[src/rtl/bus_term_resolver.sv]
module bus_term_resolver #(
  parameter int ACK_W = 2
) (
  input  logic             clk,
  input  logic             rst,
  input  logic             cyc_start,
  input  logic             even_stb,
  input  logic [ACK_W-1:0] ack_n,
  input  logic             berr_n,
  input  logic             halt_n,
  input  logic             sterm_n,
  output logic [3:0]       outcome,
  output logic             outcome_vld,
  output logic             stall_pend,
  output logic             retry_pend,
  output logic             resume,
  output logic             proto_err,
  output logic             early_warn
);

  localparam int OC_CONT  = 0;
  localparam int OC_HALT  = 1;
  localparam int OC_BERR  = 2;
  localparam int OC_RETRY = 3;

  wire ack  = ~&ack_n;
  wire berr = ~berr_n;
  wire halt = ~halt_n;
  wire term_sync = ~sterm_n;

  logic armed, have_prev, linger;
  logic p_ack, p_berr, p_halt;

  wire pending = stall_pend | retry_pend;

  wire hit_retry = (p_berr & p_halt & berr & halt) |
                   (p_ack & ~p_berr & ~p_halt & berr & halt);
  wire hit_berr  = (p_berr & ~p_halt & berr & ~halt) |
                   (p_ack & ~p_berr & ~p_halt & berr & ~halt);
  wire hit_halt  = p_ack & ack & ~p_berr & ~berr & halt;
  wire hit_cont  = p_ack & ack & ~p_berr & ~berr & ~p_halt & ~halt;

  logic [3:0] pick;
  always_comb begin
    pick = '0;
    if (hit_retry)     pick[OC_RETRY] = 1'b1;
    else if (hit_berr) pick[OC_BERR]  = 1'b1;
    else if (hit_halt) pick[OC_HALT]  = 1'b1;
    else if (hit_cont) pick[OC_CONT]  = 1'b1;
  end

  wire sample = even_stb & armed & ~cyc_start;
  wire term   = sample & have_prev & (|pick);

  always_ff @(posedge clk) begin
    if (rst) begin
      armed       <= 1'b0;
      have_prev   <= 1'b0;
      linger      <= 1'b0;
      p_ack       <= 1'b0;
      p_berr      <= 1'b0;
      p_halt      <= 1'b0;
      outcome     <= '0;
      outcome_vld <= 1'b0;
      stall_pend  <= 1'b0;
      retry_pend  <= 1'b0;
      resume      <= 1'b0;
      proto_err   <= 1'b0;
      early_warn  <= 1'b0;
    end else begin
      outcome_vld <= 1'b0;
      outcome     <= '0;
      resume      <= 1'b0;
      early_warn  <= 1'b0;
      proto_err   <= ack & term_sync;

      if (cyc_start && !pending) begin
        armed     <= 1'b1;
        have_prev <= 1'b0;
      end else if (sample) begin
        if (term) begin
          outcome_vld <= 1'b1;
          outcome     <= pick;
          armed       <= 1'b0;
          have_prev   <= 1'b0;
          stall_pend  <= pick[OC_HALT];
          retry_pend  <= pick[OC_RETRY];
        end else begin
          p_ack     <= ack;
          p_berr    <= berr;
          p_halt    <= halt;
          have_prev <= 1'b1;
          if (!have_prev && linger && (ack || berr)) early_warn <= 1'b1;
        end
      end

      if (term) linger <= 1'b1;
      else if (!ack && !berr) linger <= 1'b0;

      if (pending && !halt) begin
        stall_pend <= 1'b0;
        retry_pend <= 1'b0;
        resume     <= 1'b1;
      end
    end
  end

  p_onehot_r1: assert property (@(posedge clk) disable iff (rst)
    outcome_vld |-> $countones(outcome) == 1);
  p_quiet_r1: assert property (@(posedge clk) disable iff (rst)
    !outcome_vld |-> outcome == 4'b0);
  p_after_stb_r1: assert property (@(posedge clk) disable iff (rst)
    outcome_vld |-> $past(even_stb));
  p_pend_excl_r9: assert property (@(posedge clk) disable iff (rst)
    !(stall_pend && retry_pend));
  p_pend_hold_r9: assert property (@(posedge clk) disable iff (rst)
    (pending && !halt_n) |=> pending);
  p_resume_r9: assert property (@(posedge clk) disable iff (rst)
    resume |-> ($past(stall_pend || retry_pend) && $past(halt_n) && !pending));
  p_proto_r10: assert property (@(posedge clk) disable iff (rst)
    proto_err |-> $past(!sterm_n && !(&ack_n)));
  p_warn_r11: assert property (@(posedge clk) disable iff (rst)
    early_warn |-> $past(even_stb && (!(&ack_n) || !berr_n)));

endmodule

[config.mk]
export PLATFORM = sky130hd
export DESIGN_NAME = bus_term_resolver
export DESIGN_NICKNAME = d
export VERILOG_FILES = /design/src/rtl/bus_term_resolver.sv
export SDC_FILE = /design/constraint.sdc
export NUM_CORES = 1
export LEC_CHECK = 0
export ABC_CLOCK_PERIOD_IN_PS = 2100
export BUFFER_PORTS_ARGS = -buffer_cell sky130_fd_sc_hd__buf_2
export CORE_MARGIN = 3
export CORE_UTILIZATION = 45
export DETAILED_ROUTE_END_ITERATION = 10
export HOLD_SLACK_MARGIN = 0.06
export PLACE_DENSITY = 0.7
export SYNTH_ARGS = -nofsm -noshare
export SYNTH_HDL_FRONTEND = slang
export SYNTH_SLANG_ARGS = --single-unit
[constraint.sdc]
create_clock -name clk -period 2.1 [get_ports clk]
set_input_delay 0.315 -clock clk [delete_from_list [all_inputs] [get_ports clk]]
set_output_delay 0.315 -clock clk [all_outputs]
set_load 0.02 [all_outputs]
==> impl_metrics.env, run 1 <==
export IMPL_critPathKind="reg2reg"
export IMPL_grt_max_degree=15
export IMPL_drt_pre_antenna_iters=4
export IMPL_critical_path_cell_chain="nand3b_1 > o22ai_4 > nand3_2 > o41ai_2"
export IMPL_leakage_nw=0.349
export IMPL_cpLargestDelayFamily="compound AO/OA/AOI/OAI gates"
export IMPL_yosysUniqueCellTypes=34
export IMPL_clkPwrFrac_pct=35.3
export IMPL_wirelength_microns=1400
export IMPL_met2_usage_pct=26.0
export IMPL_setup_tns_ps=0
export IMPL_status="finished, final reports clean"
export IMPL_grt_met1_usage_pct=20.2
export IMPL_clock_root_buffer="clkbuf_4"
export IMPL_synthAdderAreaFrac_pct=0
export IMPL_path_max_fanout=6
export IMPL_hold_ws_ps=176
export IMPL_slew_violations=0
export IMPL_finClkSkew_ps=1.58
export IMPL_hpwl_microns=1050
export IMPL_place_congestion=0.841
export IMPL_drc=0
export IMPL_clockBufferDepth=2
export IMPL_synth_top_family_by_area="compound AO/OA/AOI/OAI gates"
export IMPL_regArea_sq_um=320
export IMPL_ant_nets=0
export IMPL_p_int_mw=0.434
export IMPL_max_slew_margin_rel_pct=76.3
export IMPL_met3_usage_pct=7.17
export IMPL_synth_area_per_cell_sq_um=9.82
export IMPL_post_cts_resize_count=0
export IMPL_stdcell_area_sq_um=822
export IMPL_place_area_sq_um=786
export IMPL_synth_area_leaders="dfxtp_1, a21oi_1, nand2_1, o22ai_4, o41ai_2"
export IMPL_worst_pin_slew_ps=354
export IMPL_rows=13
export IMPL_grt_pass1_wl_microns=2440
export IMPL_io_pin_count=19
export IMPL_drv_cap=0
export IMPL_place_inst=101
export IMPL_vias_per_cell=5.63
export IMPL_synthCells=71
export IMPL_initial_core_util_pct=50.4
export IMPL_critical_path_buf_inv_count=0
export IMPL_layout_drive_gt1_share_pct=35.6
export IMPL_finalNonFillerCells=105
export IMPL_top_register="outcome"
export IMPL_largest_reg_flops=4
export IMPL_yosys_area_top_type="dfxtp_1"
export IMPL_syn2layout_area_growth_pct=18.0
export IMPL_combPwrFrac_pct=8.9
export IMPL_num_antenna_cells=0
export IMPL_swShare_pct=22.6
export IMPL_drtIter0Drc=17
export IMPL_yosys_area_share_simple_pct=21.7
export IMPL_grt_usage_pct=17.0
export IMPL_post_cts_buffers=0
export IMPL_syn_nets=80
export IMPL_core_sq_um=1380
export IMPL_nets=100
export IMPL_nFillCells=121
export IMPL_rsz0062_at_grt="no"
export IMPL_fin_crit_ps=1440
export IMPL_p_per_area_nw_per_um2=683
export IMPL_setup_violations=0
export IMPL_htree_levels=1
export IMPL_vias=591
export IMPL_critPathCaptureType="flip-flop"
export IMPL_timing_final_ws_setup_ps=662
export IMPL_worstHoldPathType="in2reg"
export IMPL_path_clk_slew_ps=90
export IMPL_cp_required_ps=2300
export IMPL_avgRoutedWirePerCell_microns=13.3
export IMPL_pre_cts_ws_ps=575
export IMPL_busiest_layer="met2"
export IMPL_grt_pass1_vias=572
export IMPL_cts_tree="done"
export IMPL_ir_worst_vdd_v=0.000580
export IMPL_synth_seq_cells=16
export IMPL_cts_sinks=16
export IMPL_clk_latency_ps=290
export IMPL_netlist_area_sq_um=697
export IMPL_p_sw_mw=0.127
export IMPL_critPathMaxStageDelay_ps=360
export IMPL_final_core_util_pct=59.5
export IMPL_seq_area_frac_synth_pct=46.0
export IMPL_finalCritPeriodShare_pct=68.5
export IMPL_netlist_area_leader_share_pct=46.0
export IMPL_antenna_found_initial=0
export IMPL_grt_ovfl_total=0
export IMPL_pwr_share_seq_pct=55.8
export IMPL_dieArea_sq_um=2060
export IMPL_synth_warnings=0
export IMPL_ctsHoldBuffers=0
export IMPL_io_buffers=18
export IMPL_total_power_mw=0.561
export IMPL_cts_buffers_inserted=3
export IMPL_multi_input_area_sq_um=342
export IMPL_clock_fmax_mhz=695
export IMPL_finalHoldViolCount=0
export IMPL_worstPathArrival_ps=1630
export IMPL_synth_compound_area_share_pct=27.3
export IMPL_synthMuxAreaShare_pct=0
export IMPL_slowest_stage="dfxtp_1"
export IMPL_die_h_microns=45.4
export IMPL_die_w_microns=45.4
export IMPL_crit_path_start_kind="flip-flop"
export IMPL_yosys_area_share_xor_xnor_pct=0
cell usage in the layout, fill, tap and decap left out:
cell,instances
buf_2,18
dfxtp_1,16
nand2_1,6
a21oi_1,6
inv_1,4
nor2_1,4
clkbuf_4,3
nand3b_1,2
a211oi_1,2
nand3_1,2
nor3_1,2
nor4_1,2
o21ai_0,2
and2_1,1
o21bai_1,1
nor3b_2,1
o22ai_4,1
o21ba_1,1
o21a_2,1
a21o_1,1
and3b_1,1
o21a_1,1
nand3_2,1
o211ai_2,1
or3_4,1
nor3_2,1
a21o_2,1
o22a_2,1
a21boi_1,1
o211ai_1,1
o41ai_2,1
nor3b_1,1
o2111a_1,1
clkbuf_8,1
cell usage after synthesis:
cell type	instances
inv_1	4
nand3_1	2
o21a_2	1
and2_1	1
dfxtp_1	16
and3b_1	1
nand3b_1	2
nand3_2	1
nand2_1	6
a21oi_1	6
o41ai_2	1
a211oi_1	2
o21ai_0	2
nor3_2	1
nor3b_2	1
nor2_1	4
a21o_1	1
o22ai_4	1
nor3_1	2
o211ai_1	1
o22a_2	1
a21o_2	1
a21boi_1	1
o21a_1	1
buf_2	1
nor4_1	2
o21bai_1	1
or3_4	1
buf_6	1
o2111a_1	1
clkbuf_1	1
o21ba_1	1
nor3b_1	1
o211ai_2	1
worst paths after layout:
| path | from | to | slack (ps) | depth (start not counted) |
|---|---|---|---|---|
| worst max-delay path | p_berr$_SDFFE_PP0P_ | retry_pend$_SDFFE_PP0P_ | 660 | 4 |
| worst min register to register | linger$_SDFFE_PP0P_ | early_warn$_SDFF_PP0_ | 460 | 2 |
| worst max register to register | p_berr$_SDFFE_PP0P_ | retry_pend$_SDFFE_PP0P_ | 660 | 4 |
| worst min-delay path | sterm_n | proto_err$_SDFF_PP0_ | 180 | 2 |
area by class of cell:
type | instances | share of cell area [%]
clock buffers | 4 | 4.41
inverters | 4 | 1.83
multi-input cells | 48 | 41.6
flip-flops and latches | 16 | 39.0
well taps | 15 | 2.28
repair buffers | 18 | 11.0
cell families (layout without fill, tap and decap cells):
logic type / Yosys count / in the layout
simple gates: 25 / 25
compound gates: 23 / 23
flops: 16 / 16
buf+inv: 7 / 26
power groups by stage:
stage	combinational [mW]	clock (mW)	sequential, mW
2_1_floorplan	0.0346	0	0.320
3_3_place_gp	0.0496	0	0.320
3_5_place_dp	0.0499	0	0.320
4_1_cts	0.0502	0.205	0.313
5_1_grt	0.0561	0.214	0.314
6_report	0.0500	0.198	0.313
routing by layer:
metal / wire length, microns / share of wire [%]
met5: 0 / 0
met3: 105 / 7.5
met4: 26 / 1.9
met1: 620 / 44
met2: 644 / 46
(Power assumes the default switching activity.)
==> run 2: changes to the inputs <==
- ABC_CLOCK_PERIOD_IN_PS: 2100 -> 1480
- clock period: 2.1 -> 1.48 ns (I/O delays scaled with it)
==> run 2 against run 1 <==
Effect of this change: utilization increased by 2.6 points; first-iteration DRC count increased by 35%; wire length increased by 1.4%; global-route usage decreased by 0.76 points; clock skew increased by 3.5 ps; critical path depth increased by 1; clock-buffer cell count unchanged; flip-flop and latch count unchanged; combinational power increased by 55%; power increased by 44%; final cell count increased by 2.9%; design area increased by 4.4%; critical endpoint unchanged.
==> impl_metrics.env, run 2 (synthesis gave the netlist of run 1 again) <==
export IMPL_htree_levels=1
export IMPL_grt_pass1_wl_microns=2350
export IMPL_hold_ws_ps=79.6
export IMPL_num_antenna_cells=0
export IMPL_rows=13
export IMPL_status="finished, final reports clean"
export IMPL_vias=583
export IMPL_place_area_sq_um=801
export IMPL_grt_max_degree=15
export IMPL_grt_ovfl_total=0
export IMPL_swShare_pct=23.3
export IMPL_stdcell_area_sq_um=858
export IMPL_drc=0
export IMPL_cp_required_ps=1660
export IMPL_drt_pre_antenna_iters=4
export IMPL_initial_core_util_pct=50.4
export IMPL_critPathKind="reg2reg"
export IMPL_final_cell_mix="buf_2, dfxtp_1, nand2_1, a21oi_1"
export IMPL_core_sq_um=1380
export IMPL_clock_root_buffer="clkbuf_4"
export IMPL_worstPathArrival_ps=1610
export IMPL_layout_drive_gt1_share_pct=40.9
export IMPL_ant_nets=0
export IMPL_io_pin_count=19
export IMPL_vias_per_cell=5.40
export IMPL_grt_usage_pct=16.2
export IMPL_finalCritPeriodShare_pct=96.7
export IMPL_critPathCaptureType="flip-flop"
export IMPL_clk_latency_ps=290
export IMPL_largest_reg_flops=4
export IMPL_max_slew_margin_rel_pct=81.2
export IMPL_nets=103
export IMPL_total_power_mw=0.810
export IMPL_pwr_share_seq_pct=54.9
export IMPL_timing_final_ws_setup_ps=49.3
export IMPL_path_max_fanout=6
export IMPL_cts_tree="done"
export IMPL_nFillCells=125
export IMPL_clockBufferDepth=2
export IMPL_finClkSkew_ps=5.04
export IMPL_leakage_nw=0.361
export IMPL_setup_tns_ps=0
export IMPL_ir_worst_vdd_v=0.000602
export IMPL_critPathMaxStageDelay_ps=350
export IMPL_io_buffers=18
export IMPL_worstHoldPathType="in2reg"
export IMPL_pre_cts_ws_ps=82.6
export IMPL_syn2layout_area_growth_pct=23.2
export IMPL_setup_violations=0
export IMPL_regArea_sq_um=323
export IMPL_antenna_found_initial=0
export IMPL_avgRoutedWirePerCell_microns=13.1
export IMPL_final_common_cell="buf_2"
export IMPL_wirelength_microns=1420
export IMPL_worst_pin_slew_ps=281
export IMPL_drtIter0Drc=23
export IMPL_drv_cap=0
export IMPL_ctsHoldBuffers=0
export IMPL_p_int_mw=0.622
export IMPL_p_sw_mw=0.189
export IMPL_critical_path_cell_chain="nand3b_1 > buf_4 > o22a_2 > o211ai_1 > o41ai_2"
export IMPL_multi_input_area_sq_um=353
export IMPL_crit_path_start_kind="flip-flop"
export IMPL_place_congestion=0.832
export IMPL_combPwrFrac_pct=9.5
export IMPL_top_register="outcome"
export IMPL_slew_violations=0
export IMPL_clkPwrFrac_pct=35.5
export IMPL_fin_crit_ps=1430
export IMPL_dieArea_sq_um=2060
export IMPL_finalHoldViolCount=0
export IMPL_cts_buffers_inserted=3
export IMPL_rsz0062_at_grt="no"
export IMPL_die_w_microns=45.4
export IMPL_grt_pass1_vias=505
export IMPL_clock_fmax_mhz=699
export IMPL_die_h_microns=45.4
export IMPL_cts_sinks=16
export IMPL_p_per_area_nw_per_um2=944
export IMPL_slowest_stage="dfxtp_2"
export IMPL_hpwl_microns=1050
export IMPL_path_clk_slew_ps=90
## run 2: cell types whose count changed in the layout (fill, tap and decap cells not counted)
cell / before / now
nand3_4: 0 / 1
o21bai_2: 0 / 1
dfxtp_1: 16 / 14
o21bai_1: 1 / 0
dfxtp_2: 0 / 2
buf_4: 0 / 3
nand3_2: 1 / 0
## run 2: metrics by stage
step,util [%],cells
2_1_floorplan,-,71
3_3_place_gp,57.9,103
3_5_place_dp,57.9,103
4_1_cts,60.5,107
5_1_grt,62.1,108
6_report,62.1,108
## run 2: metal layers
| layer | GRT usage, % | vias to the layer above | share of wire, % |
|---|---|---|---|
| li1 | - | 302 | - |
| met1 | 21.1 | 256 | 46 |
| met2 | 22.9 | 20 | 43 |
| met3 | 5.98 | 5 | 8.3 |
| met4 | 8.77 | 0 | 2.2 |
| met5 | 0 | - | 0 |
## run 2: what timing repair did
item                                    4_1_cts  5_1_grt
endpoints found under the setup margin        0        3
gates resized for setup                       0        4
setup buffers                                 0        1
## run 2: final cells by class
cell class / instances / area share (%)
tap: 15 / 2.19
inverter: 4 / 1.75
clock buffer: 4 / 4.23
timing repair buffer: 21 / 13.1
multi-input combinational: 48 / 41.1
sequential: 16 / 37.6
## run 2: critical path, delay by kind of cell (launching register included)
kind / cells / cell delay (ps)
and+or+nand+nor: 1 / 250
AOI/OAI and AO/OA: 3 / 520
buffers and inverters: 1 / 190
DFF: 1 / 350
## run 2: worst paths after layout
check | endpoint | slack [ps] | startpoint | depth (start not counted)
setup / recovery | retry_pend$_SDFFE_PP0P_ | 50 | p_berr$_SDFFE_PP0P_ | 5
hold / removal | proto_err$_SDFF_PP0_ | 80 | sterm_n | 2
setup reg to reg | retry_pend$_SDFFE_PP0P_ | 50 | p_berr$_SDFFE_PP0P_ | 5
hold reg to reg | early_warn$_SDFF_PP0_ | 480 | linger$_SDFFE_PP0P_ | 2
## run 2: power by group through the flow
stage | registers (mW) | logic, mW | clock network, mW
2_1_floorplan | 0.455 | 0.0491 | 0
3_3_place_gp | 0.454 | 0.0737 | 0
3_5_place_dp | 0.454 | 0.0741 | 0
4_1_cts | 0.444 | 0.0742 | 0.300
5_1_grt | 0.447 | 0.0854 | 0.316
6_report | 0.445 | 0.0774 | 0.288
==> run 3: changes to the inputs <==
- REMOVE_ABC_BUFFERS: unset -> 1
- SLEW_MARGIN: unset -> 20
==> run 3 against run 2 <==
Effect of this change: worst hold slack better by 9.0 ps; critical path depth down 1; fmax up 2.5%; clock-buffer cell count unchanged; die area unchanged; largest power group unchanged; clock skew down 1.3 ps; setup slack better by 35 ps; utilization down 0.45 points; combinational power down 1%; design area down 0.73%.
==> impl_metrics.env, run 3 (synthesis gave the netlist of run 1 again) <==
export IMPL_critPathKind="reg2reg"
export IMPL_drv_cap=0
export IMPL_antenna_found_initial=0
export IMPL_grt_met1_usage_pct=19.9
export IMPL_largest_reg_flops=4
export IMPL_avgRoutedWirePerCell_microns=12.8
export IMPL_rrSetupSlack_ps=80
export IMPL_worstHoldPathType="in2reg"
export IMPL_top_register="outcome"
export IMPL_layout_drive_gt1_share_pct=37.6
export IMPL_worstPathArrival_ps=1590
export IMPL_wirelength_microns=1380
export IMPL_grt_usage_pct=15.5
export IMPL_path_clk_slew_ps=90
export IMPL_ctsHoldBuffers=0
export IMPL_drc=0
export IMPL_p_per_area_nw_per_um2=937
export IMPL_grt_max_degree=15
export IMPL_io_pin_count=19
export IMPL_num_antenna_cells=0
export IMPL_clock_root_buffer="clkbuf_4"
export IMPL_die_w_microns=45.4
export IMPL_setup_violations=0
export IMPL_clock_fmax_mhz=716
export IMPL_cp_required_ps=1680
export IMPL_finalHoldViolCount=0
export IMPL_place_inst=103
export IMPL_final_common_cell="buf_2"
export IMPL_cts_sinks=16
export IMPL_met3_usage_pct=7.17
export IMPL_hpwl_microns=1040
export IMPL_finalCritPeriodShare_pct=94.3
export IMPL_die_h_microns=45.4
export IMPL_vias=606
export IMPL_path_max_fanout=6
export IMPL_crit_path_start_kind="flip-flop"
export IMPL_io_buffers=18
export IMPL_initial_core_util_pct=50.4
export IMPL_nets=103
export IMPL_dieArea_sq_um=2060
export IMPL_grt_ovfl_total=0
export IMPL_met2_usage_pct=22.9
export IMPL_drtIter0Drc=7
export IMPL_clk_latency_ps=280
export IMPL_final_cell_mix="buf_2, dfxtp_1, nand2_1, a21oi_1"
export IMPL_status="finished, final reports clean"
export IMPL_drt_pre_antenna_iters=4
export IMPL_leakage_nw=0.364
export IMPL_slew_violations=0
export IMPL_place_area_sq_um=801
export IMPL_finalNonFillerCells=108
export IMPL_grt_pass1_vias=509
export IMPL_rows=13
export IMPL_stdcell_area_sq_um=852
export IMPL_core_sq_um=1380
export IMPL_finClkSkew_ps=3.71
export IMPL_cts_buffers_inserted=3
export IMPL_place_congestion=0.813
export IMPL_busiest_layer="met2"
export IMPL_hold_ws_ps=88.6
export IMPL_fin_crit_ps=1400
export IMPL_syn2layout_area_growth_pct=22.3
export IMPL_max_slew_margin_rel_pct=76.0
export IMPL_clockBufferDepth=2
export IMPL_ant_nets=0
export IMPL_cts_tree="done"
export IMPL_rsz0062_at_grt="no"
export IMPL_htree_levels=1
export IMPL_setup_tns_ps=0
export IMPL_grt_pass1_wl_microns=2220
export IMPL_critPathCaptureType="flip-flop"
export IMPL_worst_pin_slew_ps=359
export IMPL_vias_per_cell=5.61
export IMPL_total_power_mw=0.799
export IMPL_ir_worst_vdd_v=0.000483
## run 3: metal layers
metal  wire (microns)  share of wire [%]  up-vias
met5                0                  0        -
met1              649                 47      282
met3               94                6.8        4
li1                 -                  -      301
met2              616                 45       19
met4               21                1.5        0
## run 3: where the power goes
part	total [mW]	switching (mW)	internal [mW]	leakage [nW]
combinational	0.0763	0.0444	0.0318	0.213
sequential	0.444	0.00631	0.438	0.130
clock	0.278	0.129	0.150	0.0210
total	0.799	0.179	0.619	0.364
## run 3: worst paths after layout
check	depth (start not counted)	to	startpoint
hold reg to reg	2	early_warn$_SDFF_PP0_	linger$_SDFFE_PP0P_
setup / recovery	4	retry_pend$_SDFFE_PP0P_	p_berr$_SDFFE_PP0P_
hold / removal	2	proto_err$_SDFF_PP0_	sterm_n
setup reg to reg	4	retry_pend$_SDFFE_PP0P_	p_berr$_SDFFE_PP0P_
## run 3: final cells by class
cell class                 instances  area (sq um)
timing repair buffer              21           113
tap                               15          18.8
clock buffer                       4          36.3
inverter                           4          15.0
sequential                        16           320
multi-input combinational         48           349
fill                             116           531
## run 3: metrics by stage
step                      util (%)  setup slack (ps)
after floorplan                  -               212
after detailed placement      57.9              95.0
final                         61.6              84.1
after global routing          61.6              1.95
after global placement        57.9               134
after CTS                     60.5              68.6
## run 3: what timing repair did
item                       CTS  global route
setup buffers                0             1
setup endpoints to repair    0             2
resized for setup            0             1
## run 3: worst max-delay path, stage by stage, from the launching register on
cell and delay (ps):
dfxtp_1 360, nand3b_1 260, o22ai_4 290, nand3_4 130, o41ai_2 270
